**config.mk**
```make
export PLATFORM = sky130hd
export DESIGN_NAME = adc_conv_ctrl
export DESIGN_NICKNAME = d
export VERILOG_FILES = /design/src/rtl/adc_conv_pkg.sv /design/src/rtl/adc_phase_timer.sv /design/src/rtl/adc_sclk_gen.sv /design/src/rtl/adc_rx_shift.sv /design/src/rtl/adc_conv_ctrl.sv
export SDC_FILE = /design/constraint.sdc
export NUM_CORES = 1
export LEC_CHECK = 0
export CAP_MARGIN = 20
export CORE_MARGIN = 2
export CORE_UTILIZATION = 45
export CTS_CLUSTER_SIZE = 25
export DETAILED_ROUTE_END_ITERATION = 10
export HOLD_SLACK_MARGIN = 0.1
export PLACE_DENSITY_LB_ADDON = 0.15
export SLEW_MARGIN = 20
export SYNTH_ARGS = -nofsm -noshare
export SYNTH_HDL_FRONTEND = slang
export SYNTH_SLANG_ARGS = --single-unit
```
**constraint.sdc**
```tcl
create_clock -name clk -period 3.2 [get_ports clk]
set_input_delay 0.32 -clock clk [delete_from_list [all_inputs] [get_ports clk]]
set_output_delay 0.32 -clock clk [all_outputs]
set_load 0.005 [all_outputs]
```
**src/rtl/adc_conv_pkg.sv**
```systemverilog
package adc_conv_pkg;

  typedef enum logic [2:0] {
    ST_IDLE,
    ST_PRE,
    ST_SEL,
    ST_ACQ,
    ST_CONV,
    ST_XFER,
    ST_DONE
  } conv_state_e;

  // integer division rounded up
  function automatic int ceil_div(input int num, input int den);
    return (num + den - 1) / den;
  endfunction

  function automatic int max2(input int a, input int b);
    return (a > b) ? a : b;
  endfunction

endpackage

```
**src/rtl/adc_phase_timer.sv**
```systemverilog
module adc_phase_timer #(
  parameter int W = 10
) (
  input  logic         clk,
  input  logic         rst,
  input  logic         load,
  input  logic [W-1:0] load_val,
  output logic         expired
);

  logic [W-1:0] cnt_q;

  always_ff @(posedge clk) begin
    if (rst) begin
      cnt_q <= '0;
    end else if (load) begin
      cnt_q <= load_val;
    end else if (cnt_q != '0) begin
      cnt_q <= cnt_q - 1'b1;
    end
  end

  assign expired = (cnt_q == '0);

endmodule

```
**src/rtl/adc_sclk_gen.sv**
```systemverilog
module adc_sclk_gen #(
  parameter int HALF_CYC = 16,
  parameter int NBITS    = 16
) (
  input  logic clk,
  input  logic rst,
  input  logic run,
  output logic sclk,
  output logic rise_now,
  output logic last_fall
);

  localparam int HW = $clog2(HALF_CYC + 1);
  localparam int CW = $clog2(NBITS + 1);
  localparam logic [HW-1:0] HALF_RELOAD = HW'(HALF_CYC - 1);
  localparam logic [CW-1:0] LAST_IDX    = CW'(NBITS - 1);

  logic [HW-1:0] half_q;
  logic [CW-1:0] falls_q;
  logic          sclk_q;
  logic          edge_now;

  assign edge_now  = run && (half_q == '0);
  assign rise_now  = edge_now && !sclk_q;
  assign last_fall = edge_now && sclk_q && (falls_q == LAST_IDX);

  always_ff @(posedge clk) begin
    if (rst || !run) begin
      half_q  <= HALF_RELOAD;
      sclk_q  <= 1'b0;
      falls_q <= '0;
    end else if (edge_now) begin
      half_q <= HALF_RELOAD;
      sclk_q <= ~sclk_q;
      if (sclk_q) begin
        falls_q <= falls_q + 1'b1;
      end
    end else begin
      half_q <= half_q - 1'b1;
    end
  end

  assign sclk = sclk_q;

endmodule

```
**src/rtl/adc_rx_shift.sv**
```systemverilog
module adc_rx_shift #(
  parameter int NBITS = 16,
  parameter int RES_W = 12
) (
  input  logic             clk,
  input  logic             rst,
  input  logic             shift_en,
  input  logic             sdata,
  output logic [RES_W-1:0] word
);

  logic [NBITS-1:0] sh_q;

  always_ff @(posedge clk) begin
    if (rst) begin
      sh_q <= '0;
    end else if (shift_en) begin
      sh_q <= {sh_q[NBITS-2:0], sdata};
    end
  end

  generate
    if (NBITS > RES_W) begin : g_trim
      // earliest samples carry the result; trailing samples fall off the bottom
      assign word = sh_q[NBITS-1 -: RES_W];
    end else begin : g_exact
      assign word = sh_q[RES_W-1:0];
    end
  endgenerate

endmodule

```
**src/rtl/adc_conv_ctrl.sv**
```systemverilog
module adc_conv_ctrl #(
  parameter int CLK_MHZ   = 250,
  parameter int ACQ_NS    = 1400,
  parameter int CONV_NS   = 3700,
  parameter int SEL_NS    = 100,
  parameter int SCLK_KHZ  = 8000,
  parameter int XFER_BITS = 16,
  parameter int RES_W     = 12
) (
  input  logic             clk,
  input  logic             rst,
  input  logic             start_i,
  input  logic             alt_mode_i,
  input  logic             sdata_i,
  output logic             cnv_o,
  output logic             sclk_o,
  output logic [RES_W-1:0] result_o,
  output logic             valid_o
);

  import adc_conv_pkg::*;

  localparam int ACQ_CYC  = ceil_div(ACQ_NS * CLK_MHZ, 1000);
  localparam int CONV_CYC = ceil_div(CONV_NS * CLK_MHZ, 1000);
  localparam int SEL_CYC  = ceil_div(SEL_NS * CLK_MHZ, 1000);
  localparam int HALF_CYC = ceil_div(CLK_MHZ * 1000, 2 * SCLK_KHZ);
  localparam int MAX_CYC  = max2(max2(ACQ_CYC, CONV_CYC), SEL_CYC);
  localparam int TW       = $clog2(MAX_CYC + 1);

  conv_state_e      state_q, state_d;
  logic             tmr_load, tmr_done;
  logic [TW-1:0]    tmr_val;
  logic             sck_run, sck_rise, sck_last, sck_line;
  logic [RES_W-1:0] rx_word;
  logic             cnv_q, valid_q;
  logic [RES_W-1:0] result_q;

  // next-state decode
  always_comb begin
    state_d = state_q;
    unique case (state_q)
      ST_IDLE: if (start_i) state_d = alt_mode_i ? ST_PRE : ST_ACQ;
      ST_PRE:  if (tmr_done) state_d = ST_SEL;
      ST_SEL:  if (tmr_done) state_d = ST_ACQ;
      ST_ACQ:  if (tmr_done) state_d = ST_CONV;
      ST_CONV: if (tmr_done) state_d = ST_XFER;
      ST_XFER: if (sck_last) state_d = ST_DONE;
      ST_DONE: state_d = ST_IDLE;
      default: state_d = ST_IDLE;
    endcase
  end

  // duration of the phase being entered, minus one
  always_comb begin
    unique case (state_d)
      ST_PRE, ST_SEL: tmr_val = TW'(SEL_CYC - 1);
      ST_ACQ:         tmr_val = TW'(ACQ_CYC - 1);
      ST_CONV:        tmr_val = TW'(CONV_CYC - 1);
      default:        tmr_val = '0;
    endcase
  end

  assign tmr_load = (state_d != state_q);
  assign sck_run  = (state_q == ST_XFER);

  always_ff @(posedge clk) begin
    if (rst) begin
      state_q  <= ST_IDLE;
      cnv_q    <= 1'b0;
      valid_q  <= 1'b0;
      result_q <= '0;
    end else begin
      state_q <= state_d;
      cnv_q   <= (state_d == ST_PRE) || (state_d == ST_ACQ);
      valid_q <= (state_q == ST_DONE);
      if (state_q == ST_DONE) begin
        result_q <= rx_word;
      end
    end
  end

  adc_phase_timer #(
    .W(TW)
  ) u_timer (
    .clk     (clk),
    .rst     (rst),
    .load    (tmr_load),
    .load_val(tmr_val),
    .expired (tmr_done)
  );

  adc_sclk_gen #(
    .HALF_CYC(HALF_CYC),
    .NBITS   (XFER_BITS)
  ) u_sclk (
    .clk      (clk),
    .rst      (rst),
    .run      (sck_run),
    .sclk     (sck_line),
    .rise_now (sck_rise),
    .last_fall(sck_last)
  );

  adc_rx_shift #(
    .NBITS(XFER_BITS),
    .RES_W(RES_W)
  ) u_rx (
    .clk     (clk),
    .rst     (rst),
    .shift_en(sck_rise),
    .sdata   (sdata_i),
    .word    (rx_word)
  );

  assign cnv_o    = cnv_q;
  assign sclk_o   = sck_line;
  assign result_o = result_q;
  assign valid_o  = valid_q;

endmodule

```
==> results of run 1 <==
## layout make-up
class                           instances  share of cell area [%]
Clock buffer                            5                   2.615
Clock inverter                          3                  0.9035
Inverter                                9                   1.284
Multi-Input combinational cell        199                   42.13
Sequential cell                        54                   41.08
Tap cell                               70                   3.329
Timing Repair Buffer                   24                   8.654
## cells by family (layout without fill, tap and decap cells)
logic type | Yosys count | after routing | share of synthesized area, %
buffers and inverters | 25 | 41 | 6.116
adder cells (fa/ha/maj) | 6 | 6 | 3.219
AO/OA/AOI/OAI | 55 | 55 | 13.79
flip-flops | 54 | 54 | 46.35
AND/OR/NAND/NOR | 121 | 121 | 24.09
XOR/XNOR | 16 | 16 | 6.008
multiplexers | 1 | 1 | 0.4292
## stage by stage
step	instances	power (mW)	cell area (µm²)	hold slack, ps
4_1_cts	364	1.646	2631	413.1
5_1_grt	364	1.746	2631	423.0
3_3_place_gp	356	1.253	2539	382.5
6_report	364	1.631	2631	408.8
3_5_place_dp	356	1.255	2539	387.4
2_1_floorplan	278	1.187	2332	371.7
## state kept, by name, indices dropped and copies added, names as in the netlist
register	count
cnv_o	1
result_o	12
state_q	3
u_rx.sh_q	16
u_sclk.falls_q	5
u_sclk.half_q	5
u_sclk.sclk	1
u_timer.cnt_q	10
valid_o	1
## routing by layer
| metal | wire length (µm) | global-route usage (%) |
|---|---|---|
| met2 | 1858 | 23.66 |
| met3 | 135 | 4.976 |
| met5 | 0 | 0 |
| met1 | 2256 | 21.07 |
| met4 | 40 | 4.727 |
## cells in the final DEF, fill, tap and decap left out, types with 2 or more instances in the layout
| master | count |
|---|---|
| nand2_1 | 67 |
| dfxtp_1 | 54 |
| a21oi_1 | 33 |
| nor2_1 | 19 |
| clkdlybuf4s50_1 | 19 |
| xnor2_1 | 10 |
| inv_1 | 9 |
| nor3_1 | 9 |
| xor2_1 | 6 |
| o21ai_0 | 6 |
| ha_1 | 6 |
| clkbuf_8 | 5 |
| buf_4 | 5 |
| a211oi_1 | 4 |
| or3_1 | 3 |
| nand4_1 | 3 |
| and3_1 | 2 |
| or4b_1 | 2 |
| nand3b_1 | 2 |
| nand3_1 | 2 |
| nor3b_1 | 2 |
| nor4_1 | 2 |
| o311ai_0 | 2 |
| o211ai_1 | 2 |
| o31ai_1 | 2 |
| clkinvlp_4 | 2 |
## Yosys cell counts, types with 3 or more instances
| cell type | count | area [µm²] |
|---|---|---|
| clkbuf_8 | 3 | 41.29 |
| nand4_1 | 3 | 18.77 |
| o21ai_0 | 6 | 30.03 |
| a211oi_1 | 4 | 30.03 |
| inv_1 | 9 | 33.78 |
| nor2_1 | 19 | 71.32 |
| clkbuf_1 | 10 | 37.54 |
| xor2_1 | 6 | 52.55 |
| nand2_1 | 67 | 251.5 |
| nor3_1 | 9 | 45.04 |
| xnor2_1 | 10 | 87.58 |
| dfxtp_1 | 54 | 1081 |
| a21oi_1 | 33 | 165.2 |
| ha_1 | 6 | 75.07 |
| or3_1 | 3 | 18.77 |
## power groups by stage
stage | Combinational, mW | Sequential [mW] | Clock (mW)
floorplan | 0.399 | 0.787 | 0
global placement | 0.428 | 0.825 | 0
detailed placement | 0.432 | 0.822 | 0
CTS | 0.434 | 0.809 | 0.403
global route | 0.490 | 0.822 | 0.434
finish | 0.430 | 0.810 | 0.391
## final timing paths
kind | endpoint | from | slack, ps | cells past startpoint
worst max register to register | cnv_o$_SDFF_PP0_ | u_timer.cnt_q[0]$_SDFFE_PP0P_ | 930 | 7
worst min register to register | u_sclk.half_q[0]$_SDFF_PP1_ | u_sclk.half_q[0]$_SDFF_PP1_ | 410 | 1
worst min-delay path | u_sclk.half_q[0]$_SDFF_PP1_ | u_sclk.half_q[0]$_SDFF_PP1_ | 410 | 1
worst max-delay path | cnv_o$_SDFF_PP0_ | u_timer.cnt_q[0]$_SDFFE_PP0P_ | 930 | 7
==> key figures, run 1 <==
Setup path
  • Crit path kind: reg2reg
  • Delay-heaviest family, CP: simple AND/OR/NAND/NOR gates
  • Crit-path slowest cell: or3_1
  • Critical path capture point type: flip-flop
  • CP Launch Type: flip-flop
  • Critical path required time: 3460 ps
  • Worst EP arrival: 2520 ps
  • Crit-path max FO: 8
  • CP bufs+invs: 1
  • CP most frequent cell: or3_1
  • Slowest stage delay, CP: 460 ps
  • CP cell instances: inv_1 > ha_1 > or4b_1 > or3_1 > or3_1 > a21oi_1 > and3_1

Routing
  • DRT Pass-1 Iters: 4
  • Vias per inst: 5.027
  • Vias post-DR: 1,830
  • Post-Route WL: 4.291 mm
  • Detailed-route wire length per cell: 11.79 µm
  • Final ANT Viol Nets: 0
  • DRC: 0
  • Initial DRC count: 96

Global routing
  • Vias in the first global route: 1,605
  • Total GRT Usage: 15.51%
  • GRT overflow: 0
  • Initial antenna violation count: 0
  • Largest net degree at the start of global routing: 32
  • First-pass GRT wire length: 7.424 mm

Clock network
  • Worst-Skew Late Latency: 310 ps
  • CTS root buffer: clkbuf_8
  • CTS sink count: 54
  • Post-cts resize count: 0
  • Worst-path clk slew: 100 ps
  • CTS Hold Bufs: 0
  • Num CTS Buffers: 5
  • CTS tree: built
  • # Post-CTS Setup Buffers: 0
  • H-tree Lvls: 2
  • Clock Tree Buf Depth: 2

Final layout
  • Share of layout cells above drive strength 1: 6.122%
  • P&R area growth vs syn: 12.82%
  • Final Util: 52.18%
  • Multi-input gate area: 1109 µm²
  • Nets@finish: 304
  • Area occupied by registers: 1081 µm²
  • N_diodes: 0
  • Fillers: 506

Die
  • Die width: 75.99 µm
  • Die height: 75.99 µm
  • Die area: 5774 µm²
  • Initial Util: 46.25%
  • Rows: 26
  • Core area: 5042 µm²
  • I/O pin count: 20

Logic synthesis
  • Mapped Area: 2332 µm²
  • Yosys warns: 0
  • Main synth FF type: dfxtp_1
  • Yosys cell types: 41
  • Syn Nets: 289
  • Avg Synthesized Cell Area: 8.389 µm²
  • Number of synthesized flops with an enable pin: 0
  • Asr flop ratio synth: 0%
  • Post-Syn Instances: 278
  • Register area share after synthesis: 46.35%
  • Yosys reg bits: 54

Placement
  • PortBufs: 19
  • Setup WS pre-CTS: 925.6 ps
  • Dpl hpwl: 2.939 mm
  • Routability cong.: 0.8312

Power
  • Leak: 0.8785 nW
  • Clock share of power: 24.0%
  • Sequential share of power: 49.7%
  • Sw Share: 32.48%
  • Worst vdd ir: 0.2524 mV
  • Combinational Power Share: 26.3%
  • Psw: 0.5297 mW
  • Power Density: 619.8 nW/µm²
  • Int Power: 1.101 mW

Worst hold path
  • Min-delay worst type: reg2reg

STA
  • Max-Slew Margin vs Limit: 54.96%
  • Final period utilization: 70.79%
  • Fin Setup TNS: 0 ps
  • Least-Margin Pin Slew: 670.5 ps
  • Fmax: 441.4 MHz
  • Count of final hold-check violations: 0
  • RSZ-0062 raised after global routing: false
  • Worst setup margin: 934.7 ps
  • Layout Skew: 9.733 ps
  • Min cycle time layout: 2265 ps
  • Final setup fails: 0
  • Final max-slew violation count: 0

Run status
  • Outcome: complete, no violations

Run
  • Maxcap violations: 0
Power figures use the tool's default switching activity.
==> run 2, diff against run 1 <==
==> constraint.sdc (replaced) <==
create_clock -name clk -period 2.3 [get_ports clk]
set_input_delay 0.23 -clock clk [delete_from_list [all_inputs] [get_ports clk]]
set_output_delay 0.23 -clock clk [all_outputs]
set_load 0.005 [all_outputs]
==> run 2 against run 1 <==
Effect of this change: total power up 49%; combinational power rose by 51%; critical path type unchanged; count of clock-buffer cells in the layout stayed put; utilization increased by 1.4 points; sequential cell count did not move; sequential power up 38%; largest cell class unchanged; wire length grew 2.7%; global-route usage rose by 0.52 points.
==> key figures, run 2 (synthesis gave the netlist of run 1 again) <==
Routing
  • Detailed-route wire length per cell: 11.94 µm (+1.3%)
  • Vias per inst: 4.997 (-0.60%)
  • Final ANT Viol Nets: 0 (unchanged)
  • Initial DRC count: 60 (-38%)
  • Vias post-DR: 1,844 (+0.77%)
  • Post-Route WL: 4.406 mm (+2.7%)
  • DRT Pass-1 Iters: 4 (unchanged)
  • DRC: 0 (unchanged)

Clock network
  • CTS tree: built
  • Worst-Skew Late Latency: 310 ps (about the same)
  • CTS sink count: 54 (unchanged)
  • CTS root buffer: clkbuf_8
  • Num CTS Buffers: 5 (unchanged)
  • Worst-path clk slew: 100 ps (about the same)
  • CTS Hold Bufs: 0 (unchanged)
  • H-tree Lvls: 2 (unchanged)
  • Clock Tree Buf Depth: 2 (unchanged)
  • # Post-CTS Setup Buffers: 0 (unchanged)

Placement
  • Routability cong.: 0.7957 (-4.3%)
  • Setup WS pre-CTS: 43.78 ps (-881.8 ps)
  • Placed Area: 2576 µm² (+1.5%)
  • Placed cell count: 361 (+1.4%)
  • PortBufs: 19 (unchanged)
  • Dpl hpwl: 3.052 mm (+3.9%)

Die
  • I/O pin count: 20 (unchanged)
  • Core area: 5042 µm² (unchanged)
  • Rows: 26 (unchanged)
  • Initial Util: 46.25% (unchanged)
  • Die area: 5774 µm² (unchanged)
  • Die height: 75.99 µm (unchanged)
  • Die width: 75.99 µm (unchanged)

STA
  • Worst setup margin: 109.0 ps (-825.7 ps)
  • Final setup fails: 0 (unchanged)
  • Final period utilization: 95.26% (+24 points)
  • Layout Skew: 11.18 ps (+1.447 ps)
  • Min cycle time layout: 2191 ps (-74.30 ps)
  • Count of final hold-check violations: 0 (unchanged)
  • Fmax: 456.4 MHz (+3.4%)
  • Least-Margin Pin Slew: 649.7 ps (-20.75 ps)
  • Final max-slew violation count: 0 (unchanged)
  • Fin Setup TNS: 0 ps (unchanged)
  • Max-Slew Margin vs Limit: 56.29% (+1.3 points)

Final layout
  • Design area: 2701 µm² (+2.7%)
  • N_diodes: 0 (unchanged)
  • Largest Register: u_rx.sh_q
  • Non-Filler Instances: 369 (+1.4%)
  • P&R area growth vs syn: 15.83%
  • Nets@finish: 309 (+1.6%)
  • Most common cell after layout, fill and taps aside: nand2_1
  • Most frequent cells in the layout: nand2_1, dfxtp_1, a21oi_1
  • Max reg flops: 16 (unchanged)
  • Share of layout cells above drive strength 1: 8.361% (+2.2 points)
  • Fillers: 491 (-3.0%)

Power
  • Power Density: 900.5 nW/µm² (+45%)
  • Worst vdd ir: 0.3456 mV (+37%)
  • Sequential share of power: 45.9% (-3.8 points)
  • Sw Share: 31.39% (-1.1 points)
  • Psw: 0.7636 mW (+44%)
  • Clock share of power: 27.4% (+3.4 points)
  • Combinational Power Share: 26.7% (+0.4 points)
  • Int Power: 1.669 mW (+52%)
  • Leak: 0.9265 nW (+5.5%)

Setup path
  • Delay-heaviest family, CP: simple AND/OR/NAND/NOR gates
  • Worst r2r src: u_timer.cnt_q[0]$_SDFFE_PP0P_
  • Critical path required time: 2470 ps (-990 ps)
  • Crit-path slowest cell: or4b_1
  • CP bufs+invs: 1 (unchanged)
  • Slowest stage delay, CP: 450 ps (about the same)
  • CP cell instances: inv_1 > ha_1 > or4b_1 > or3_4 > a211oi_1 > or2_2 > o21ai_0
  • Crit-path max FO: 8 (unchanged)
  • Critical path capture point type: flip-flop
  • Crit path kind: reg2reg
  • CP Launch Type: flip-flop
  • Worst EP arrival: 2360 ps (-160 ps)
  • Crit path from: u_timer.cnt_q[0]$_SDFFE_PP0P_

Global routing
  • Vias in the first global route: 1,703 (+6.1%)
  • Largest net degree at the start of global routing: 32 (unchanged)
  • Initial antenna violation count: 0 (unchanged)
  • Total GRT Usage: 16.03% (+0.52 points)
  • GRT overflow: 0 (unchanged)
  • First-pass GRT wire length: 7.603 mm (+2.4%)

Worst hold path
  • Hold Path Origin: u_sclk.half_q[0]$_SDFF_PP1_
  • Min-delay worst type: reg2reg

Run
  • Maxcap violations: 0 (unchanged)

Run status
  • Outcome: complete, no violations
run 2: cell types whose count changed in the layout (fill, tap and decap cells not counted), sizes merged:
cell	change
buf	+5
clkinvlp	-2
bufinv	+1
inv	+1
run 2: layout make-up:
cell class	instances	area, µm²	share of cell area, %
well taps	70	87.58	3.242
inverters	9	33.78	1.251
multi-input cells	199	1117	41.36
clock inverters	3	47.55	1.760
repair buffers	29	265.3	9.819
flip-flops and latches	54	1081	40.02
clock buffers	5	68.82	2.547
run 2: routing by layer:
metal	global-route usage, %	wire length, µm
met5	0	0
met4	4.364	21
met3	4.384	157
met2	26.43	2028
met1	20.81	2199
run 2: path summary, 6_finish.rpt:
path	endpoint	slack (ps)	depth (start not counted)
max	u_timer.cnt_q[0]$_SDFFE_PP0P_	110	7
min	u_sclk.half_q[0]$_SDFF_PP1_	410	1
max reg2reg	u_timer.cnt_q[0]$_SDFFE_PP0P_	110	7
min reg2reg	u_sclk.half_q[0]$_SDFF_PP1_	410	1
run 2: worst reg2reg max path, stage by stage (launching register included):
cell and delay [ps]:
dfxtp_1 340, inv_1 120, ha_1 150, or4b_1 450, or3_4 400, a211oi_1 300, or2_2 210, o21ai_0 80
run 2: through the flow:
stage	util (%)	hold WS [ps]	power [mW]
after CTS	53.40	416.0	2.430
after global placement	51.09	388.2	1.767
after global routing	53.57	430.8	2.585
final	53.57	410.0	2.432
after detailed placement	51.09	391.1	1.764
after floorplan	-	366.0	1.651
run 2: power by group through the flow:
stage / Clock [mW] / Sequential (mW) / Combinational (mW)
3_5_place_dp: 0 / 1.14 / 0.627
3_3_place_gp: 0 / 1.14 / 0.632
6_report: 0.666 / 1.12 / 0.649
4_1_cts: 0.682 / 1.12 / 0.632
2_1_floorplan: 0 / 1.10 / 0.556
5_1_grt: 0.721 / 1.13 / 0.732
run 2: timing repair:
action | in CTS | in global routing
endpoints found under the setup margin | 0 | 8
resized for setup | 0 | 4
hold endpoints to repair | 0 | 0
